<file path="src/rtl/ckr_pkg.sv">
package ckr_pkg;

  typedef enum logic {
    REC_PROD = 1'b0,
    REC_CONS = 1'b1
  } rec_kind_e;

  // ring successor of a set index
  function automatic int unsigned wrap_inc(int unsigned v, int unsigned n);
    return (v + 1 >= n) ? 0 : v + 1;
  endfunction

  // number of steps from 'from' forward to 'to' around the ring
  function automatic int unsigned ring_dist(int unsigned from, int unsigned to, int unsigned n);
    return (to + n - from) % n;
  endfunction

endpackage

</file>
<file path="src/rtl/ckr_slot.sv">
module ckr_slot #(
  parameter int TSW     = 16,
  parameter int NPROC   = 8,
  parameter int DET_LAT = 20,
  parameter bit IS_BASE = 1'b0,
  localparam int PW     = $clog2(NPROC)
) (
  input  logic             clk,
  input  logic             rst_n,
  input  logic [TSW-1:0]   now_i,
  input  logic             clr_i,
  input  logic             wipe_i,
  input  logic             rec_en_i,
  input  logic             rec_kind_i,
  input  logic [PW-1:0]    rec_proc_i,
  output logic             safe_o,
  output logic [NPROC-1:0] prod_o,
  output logic [NPROC-1:0] cons_o
);
  import ckr_pkg::*;

  localparam logic [TSW-1:0] LAT_T = TSW'(DET_LAT);

  logic [TSW-1:0]   ts_q;
  logic             safe_q;
  logic [TSW-1:0]   age;
  logic [NPROC-1:0] prod_q, cons_q;

  // modular age; the sticky flag survives counter wrap
  always_comb begin
    age    = now_i - ts_q;
    safe_o = safe_q | (age >= LAT_T);
  end

  always_ff @(posedge clk) begin
    if (!rst_n) begin
      ts_q   <= '0;
      safe_q <= IS_BASE;
      prod_q <= '0;
      cons_q <= '0;
    end else if (clr_i) begin
      ts_q   <= now_i;
      safe_q <= 1'b0;
      prod_q <= '0;
      cons_q <= '0;
    end else begin
      safe_q <= safe_o;
      if (wipe_i) begin
        prod_q <= '0;
        cons_q <= '0;
      end else if (rec_en_i) begin
        if (rec_kind_i == REC_CONS) cons_q[rec_proc_i] <= 1'b1;
        else                        prod_q[rec_proc_i] <= 1'b1;
      end
    end
  end

  assign prod_o = prod_q;
  assign cons_o = cons_q;

endmodule

</file>
<file path="src/rtl/ckr_ctl.sv">
module ckr_ctl #(
  parameter int NSETS = 4,
  localparam int IW   = $clog2(NSETS),
  localparam int LW   = $clog2(NSETS + 1)
) (
  input  logic             clk,
  input  logic             rst_n,
  input  logic             ckpt_i,
  input  logic             fault_i,
  input  logic [NSETS-1:0] safe_vec_i,
  input  logic [IW-1:0]    pick_i,
  output logic [IW-1:0]    head_o,
  output logic [IW-1:0]    tail_o,
  output logic [LW-1:0]    live_o,
  output logic             take_o,
  output logic             rel_o,
  output logic             stall_o
);
  import ckr_pkg::*;

  logic [IW-1:0] head_q, tail_q, succ;
  logic [LW-1:0] live_q;
  logic          pend_q, want, full;

  always_comb begin
    succ    = IW'(wrap_inc(int'(tail_q), NSETS));
    want    = ckpt_i | pend_q;
    full    = (live_q == LW'(NSETS));
    take_o  = !fault_i && want && !full;
    stall_o = !fault_i && want && full;
    rel_o   = !fault_i && (tail_q != head_q) && safe_vec_i[succ];
  end

  always_ff @(posedge clk) begin
    if (!rst_n) begin
      head_q <= '0;
      tail_q <= '0;
      live_q <= LW'(1);
      pend_q <= 1'b0;
    end else if (fault_i) begin
      head_q <= pick_i;
      live_q <= LW'(ring_dist(int'(tail_q), int'(pick_i), NSETS) + 1);
      pend_q <= 1'b0;
    end else begin
      if (take_o) head_q <= IW'(wrap_inc(int'(head_q), NSETS));
      if (rel_o)  tail_q <= succ;
      live_q <= live_q + LW'(take_o) - LW'(rel_o);
      pend_q <= stall_o;
    end
  end

  assign head_o = head_q;
  assign tail_o = tail_q;
  assign live_o = live_q;

endmodule

</file>
<file path="src/rtl/ckpt_gen_ring.sv">
module ckpt_gen_ring #(
  parameter int NSETS   = 4,
  parameter int DET_LAT = 20,
  parameter int NPROC   = 8,
  parameter int TSW     = 16,
  localparam int IW     = $clog2(NSETS),
  localparam int LW     = $clog2(NSETS + 1),
  localparam int PW     = $clog2(NPROC)
) (
  input  logic             clk,
  input  logic             rst_n,
  input  logic             ckpt_i,
  input  logic             fault_i,
  input  logic [TSW-1:0]   now_i,
  input  logic             dep_vld_i,
  input  logic             dep_kind_i,
  input  logic [PW-1:0]    dep_proc_i,
  output logic [IW-1:0]    act_idx_o,
  output logic [IW-1:0]    safe_idx_o,
  output logic             stall_o,
  output logic [NPROC-1:0] act_prod_o,
  output logic [NPROC-1:0] act_cons_o
);
  import ckr_pkg::*;

  logic [IW-1:0]    head, tail, pick, nxt_head;
  logic [LW-1:0]    live_cnt;
  logic             take, rel;
  logic [NSETS-1:0] safe_vec, clr_vec, wipe_vec, rec_vec;
  logic [NPROC-1:0] prod_arr [NSETS];
  logic [NPROC-1:0] cons_arr [NSETS];

  ckr_ctl #(.NSETS(NSETS)) u_ctl (
    .clk        (clk),
    .rst_n      (rst_n),
    .ckpt_i     (ckpt_i),
    .fault_i    (fault_i),
    .safe_vec_i (safe_vec),
    .pick_i     (pick),
    .head_o     (head),
    .tail_o     (tail),
    .live_o     (live_cnt),
    .take_o     (take),
    .rel_o      (rel),
    .stall_o    (stall_o)
  );

  assign nxt_head = IW'(wrap_inc(int'(head), NSETS));

  for (genvar g = 0; g < NSETS; g++) begin : g_set
    assign clr_vec[g]  = take && (nxt_head == IW'(g));
    assign wipe_vec[g] = fault_i && (pick == IW'(g));
    assign rec_vec[g]  = dep_vld_i && !fault_i && (head == IW'(g));

    ckr_slot #(
      .TSW     (TSW),
      .NPROC   (NPROC),
      .DET_LAT (DET_LAT),
      .IS_BASE (g == 0)
    ) u_slot (
      .clk        (clk),
      .rst_n      (rst_n),
      .now_i      (now_i),
      .clr_i      (clr_vec[g]),
      .wipe_i     (wipe_vec[g]),
      .rec_en_i   (rec_vec[g]),
      .rec_kind_i (dep_kind_i),
      .rec_proc_i (dep_proc_i),
      .safe_o     (safe_vec[g]),
      .prod_o     (prod_arr[g]),
      .cons_o     (cons_arr[g])
    );
  end

  // newest safe live set: walk backward from the head
  always_comb begin
    logic found;
    logic [IW-1:0] idx;
    pick  = tail;
    found = 1'b0;
    for (int k = 0; k < NSETS; k++) begin
      idx = IW'((int'(head) + NSETS - k) % NSETS);
      if (!found && (k < int'(live_cnt)) && safe_vec[idx]) begin
        pick  = idx;
        found = 1'b1;
      end
    end
  end

  assign act_idx_o  = head;
  assign safe_idx_o = pick;
  assign act_prod_o = prod_arr[head];
  assign act_cons_o = cons_arr[head];

endmodule

</file>
<file path="config.mk">
export PLATFORM = sky130hd
export DESIGN_NAME = ckpt_gen_ring
export DESIGN_NICKNAME = d
export VERILOG_FILES = /design/src/rtl/ckr_pkg.sv /design/src/rtl/ckr_slot.sv /design/src/rtl/ckr_ctl.sv /design/src/rtl/ckpt_gen_ring.sv
export SDC_FILE = /design/constraint.sdc
export NUM_CORES = 1
export LEC_CHECK = 0
export ABC_AREA = 0
export BUFFER_PORTS_ARGS = -buffer_cell sky130_fd_sc_hd__clkbuf_2
export CORE_MARGIN = 10
export CORE_UTILIZATION = 35
export CTS_CLUSTER_DIAMETER = 50
export DETAILED_ROUTE_END_ITERATION = 8
export PLACE_DENSITY = 0.58
export SETUP_SLACK_MARGIN = 0.2
export SLEW_MARGIN = 30
export SYNTH_ARGS = -nofsm -noshare
export SYNTH_HDL_FRONTEND = slang
export SYNTH_SLANG_ARGS = --single-unit
</file>
<file path="constraint.sdc">
create_clock -name clk -period 14.7 [get_ports clk]
set_input_delay 2.205 -clock clk [delete_from_list [all_inputs] [get_ports clk]]
set_output_delay 2.205 -clock clk [all_outputs]
set_load 0.1 [all_outputs]
</file>
==> flow_summary_export.csv <==
group,metric,value,unit
global_routing,grt_max_degree,43,
yosys,synth.top_cell.area_share,26.6,%
pwr,p_leak,0.00409,uW
sta,fin_crit_sh,66.3,%
yosys,synthesis.area,10500,um^2
die,initial_core_util,35.5,%
sta,fmax,103,MHz
die,fp.dieArea,37400,um^2
global_routing,antenna_found_initial,0,
route,wire_per_inst,18.0,um
die,coreArea,29600,um^2
clock_tree,cts_setup_buffers,0,
clock_tree,cts_tree,"yes",
clock_tree,cts_num_sinks,140,
finish,final_common_cell,"nand2_1",
clock_tree,cts-buffers-inserted,17,
sta,finalHoldViolCount,0,
die,rows,63,
placement,gp_congestion,0.900,
pwr,p_per_area,96.2,nW/um^2
finish,fillCellCount,3122,
sta,tightest_slew,978,ps
sta,period_minus_slack,9750,ps
yosys,synth-edff-count,0,
critical_path,critical-path-max-stage-delay,730,ps
sta,rsz0062_at_grt,"no",
finish,area_growth,10.0,%
finish,final_nets,1458,
finish,final_cell_mix,"nand2_1, dfxtp_1, a21oi_1",
die,die_h,193,um
global_routing,track_usage,16.5,%
placement,dp_worst_setup_slack,5010,ps
finish,n_antenna_cell,0,
global_routing,grt.overflow.total,0,
yosys,synth_area_leaders,"dfxtp_1, ha_1, nand2_1",
finish,drive_above_1_share,10.1,%
clock_tree,path_clk_slew,60,ps
critical_path,cp-start-kind,"primary input",
sta,final-max-slew-violation-count,0,
critical_path,crit_arrival,7550,ps
pwr,ir_drop,0.0779,mV
yosys,synth_nets,1463,
route,detail-route-antenna-nets,0,
yosys,ys_types,89,
clock_tree,hold_buffers,0,
finish,final_cell_area,11600,um^2
yosys,netlist_instances,1362,
route,via_count,10000,
yosys,ys_seq_area_share,26.6,%
sta,fin_skew,11.9,ps
route,viasPerCell,5.71,
yosys,synth.avg_cell_area,7.74,um^2
placement,dpl-instance-area,11000,um^2
sta,timing.setup.tns,0,ps
clock_tree,h-tree-depth,4,
clock_tree,cts-root-buf,"clkbuf_16",
critical_path,worstPathCellList,"clkbuf_2, inv_1, ha_1, inv_1, fa_1, a21o_1, a221oi_2, o211a_1, xor2_1, a21bo_2, or4_4, o32ai_1, nor3_1, a21oi_1, a21bo_2, o21ai_4, inv_2, clkbuf_2",
sta,setup_ws,4950,ps
critical_path,path_buf_inv,5,
placement,io_buffers,45,
clock_tree,worstSkewPairLatency,440,ps
route,drt_first_pass_iters,7,
run,max_cap_violations,0,
critical_path,cp_max_fo,34,
die,ioPinCount,46,
status,status,"finished, final reports clean",
global_routing,first_global_vias,9514,
critical_path,worst-setup-path-type,"primary input to primary output",
critical_path,worst_ep_required_time,12490,ps
global_routing,grt_pass1_wl,51400,um
sta,timing.slew.headroom,34.3,%
yosys,ys_seq_elements,140,
sta,setup_viol,0,
critical_path,slowest_stage,"o21ai_4",
pwr,p_total,1110,uW
placement,place_hpwl,22700,um
yosys,yosysWarnings,0,
worst_hold_path,hold_path_class,"register to register",
yosys,async_flop_share,0,%
clock_tree,cts_resized,0,
route,drt_iter0_drc,812,
critical_path,end_kind,"primary output",
critical_path,critPathTopFamily,"compound AO/OA/AOI/OAI gates",
yosys,synth_top_cell_by_area,"dfxtp_1",
die,die_w,193,um
yosys,synth_ff_type,"dfxtp_1",
route,drt_wl_total,31600,um
clock_tree,clock_path_buffers,2,
route,drc,0,
-- state kept, by name, summed over array words and instances, names as in the netlist --
name	flops
u_ctl.head_o	2
g_set.u_slot.cons_o	32
g_set.u_slot.ts_q	64
u_ctl.pend_q	1
g_set.u_slot.prod_o	32
u_ctl.tail_o	2
u_ctl.live_o	3
g_set.u_slot.safe_q	4
-- power breakdown --
group / switching [uW] / total, uW / internal [uW] / leakage [uW]
registers: 6.22 / 394 / 387 / 0.00113
clock network: 181 / 454 / 273 / 0.000292
logic: 173 / 268 / 94.2 / 0.00266
-- worst register-to-register path, stage by stage (launching register included) --
cell      delay, ps
dfxtp_1         340
ha_1            170
inv_1            50
fa_1            390
a21o_1          210
a221oi_2        410
o211a_1         250
xor2_1          160
a21bo_2         240
or4_4           520
o32ai_1         340
nor3_1          120
a21oi_1         120
a21bo_2         240
o21ai_4         730
inv_2           580
xnor2_1         290
ha_1            310
nand2_1          60
o21ai_0          70
and2_1          160
-- kinds of logic after synthesis --
group	count (synthesis)	share of synthesized area, %
XOR/XNOR	28	2.33
adder cells (fa/ha/maj)	76	9.38
flip-flops	140	26.6
multiplexers	27	4.49
AND/OR/NAND/NOR	459	20.8
buffers and inverters	166	6.33
AO/OA/AOI/OAI	466	30.1
-- metrics by stage --
step                      hold WS, ps  cells  util [%]
after floorplan                   443   1362         -
after global placement            451   1728      37.0
after detailed placement          458   1728      37.0
after CTS                         467   1760      39.1
after global routing              484   1760      39.1
final                             463   1760      39.1
-- per-layer routing --
layer	up-vias	wire [um]	track usage (%)
li1	4926	-	-
met1	4788	15200	22.3
met2	290	14000	26.2
met3	37	1880	3.20
met4	0	508	4.09
met5	-	0	0
-- area by class of cell --
type | instances | area [um^2] | area share, %
flip-flops and latches | 140 | 2800 | 24.2
well taps | 390 | 488 | 4.21
multi-input cells | 1056 | 7080 | 61.1
repair buffers | 51 | 270 | 2.33
clock inverters | 12 | 159 | 1.37
inverters | 91 | 342 | 2.95
clock buffers | 20 | 447 | 3.85
-- path summary, 6_finish.rpt --
path | start | end | slack [ps] | depth (start not counted)
max reg2reg | g_set[2].u_slot.ts_q[0]$_SDFFE_PN0P_ | u_ctl.live_o[1]$_SDFF_PN0_ | 8830 | 20
min | g_set[3].u_slot.ts_q[13]$_SDFFE_PN0P_ | g_set[3].u_slot.ts_q[13]$_SDFFE_PN0P_ | 460 | 2
min reg2reg | g_set[3].u_slot.ts_q[13]$_SDFFE_PN0P_ | g_set[3].u_slot.ts_q[13]$_SDFFE_PN0P_ | 460 | 2
max | now_i[0] | safe_idx_o[1] | 4950 | 18
-- Yosys cell counts, types with 21 or more instances --
| master | number |
|---|---|
| nand2_1 | 204 |
| dfxtp_1 | 140 |
| a21oi_1 | 132 |
| inv_1 | 90 |
| nor2_1 | 73 |
| o21ai_0 | 72 |
| ha_1 | 71 |
| a21boi_0 | 68 |
| clkbuf_1 | 58 |
| a211oi_1 | 33 |
| and2_1 | 28 |
| nor3_1 | 24 |
| nand3_1 | 21 |
(Power assumes the default switching activity.)
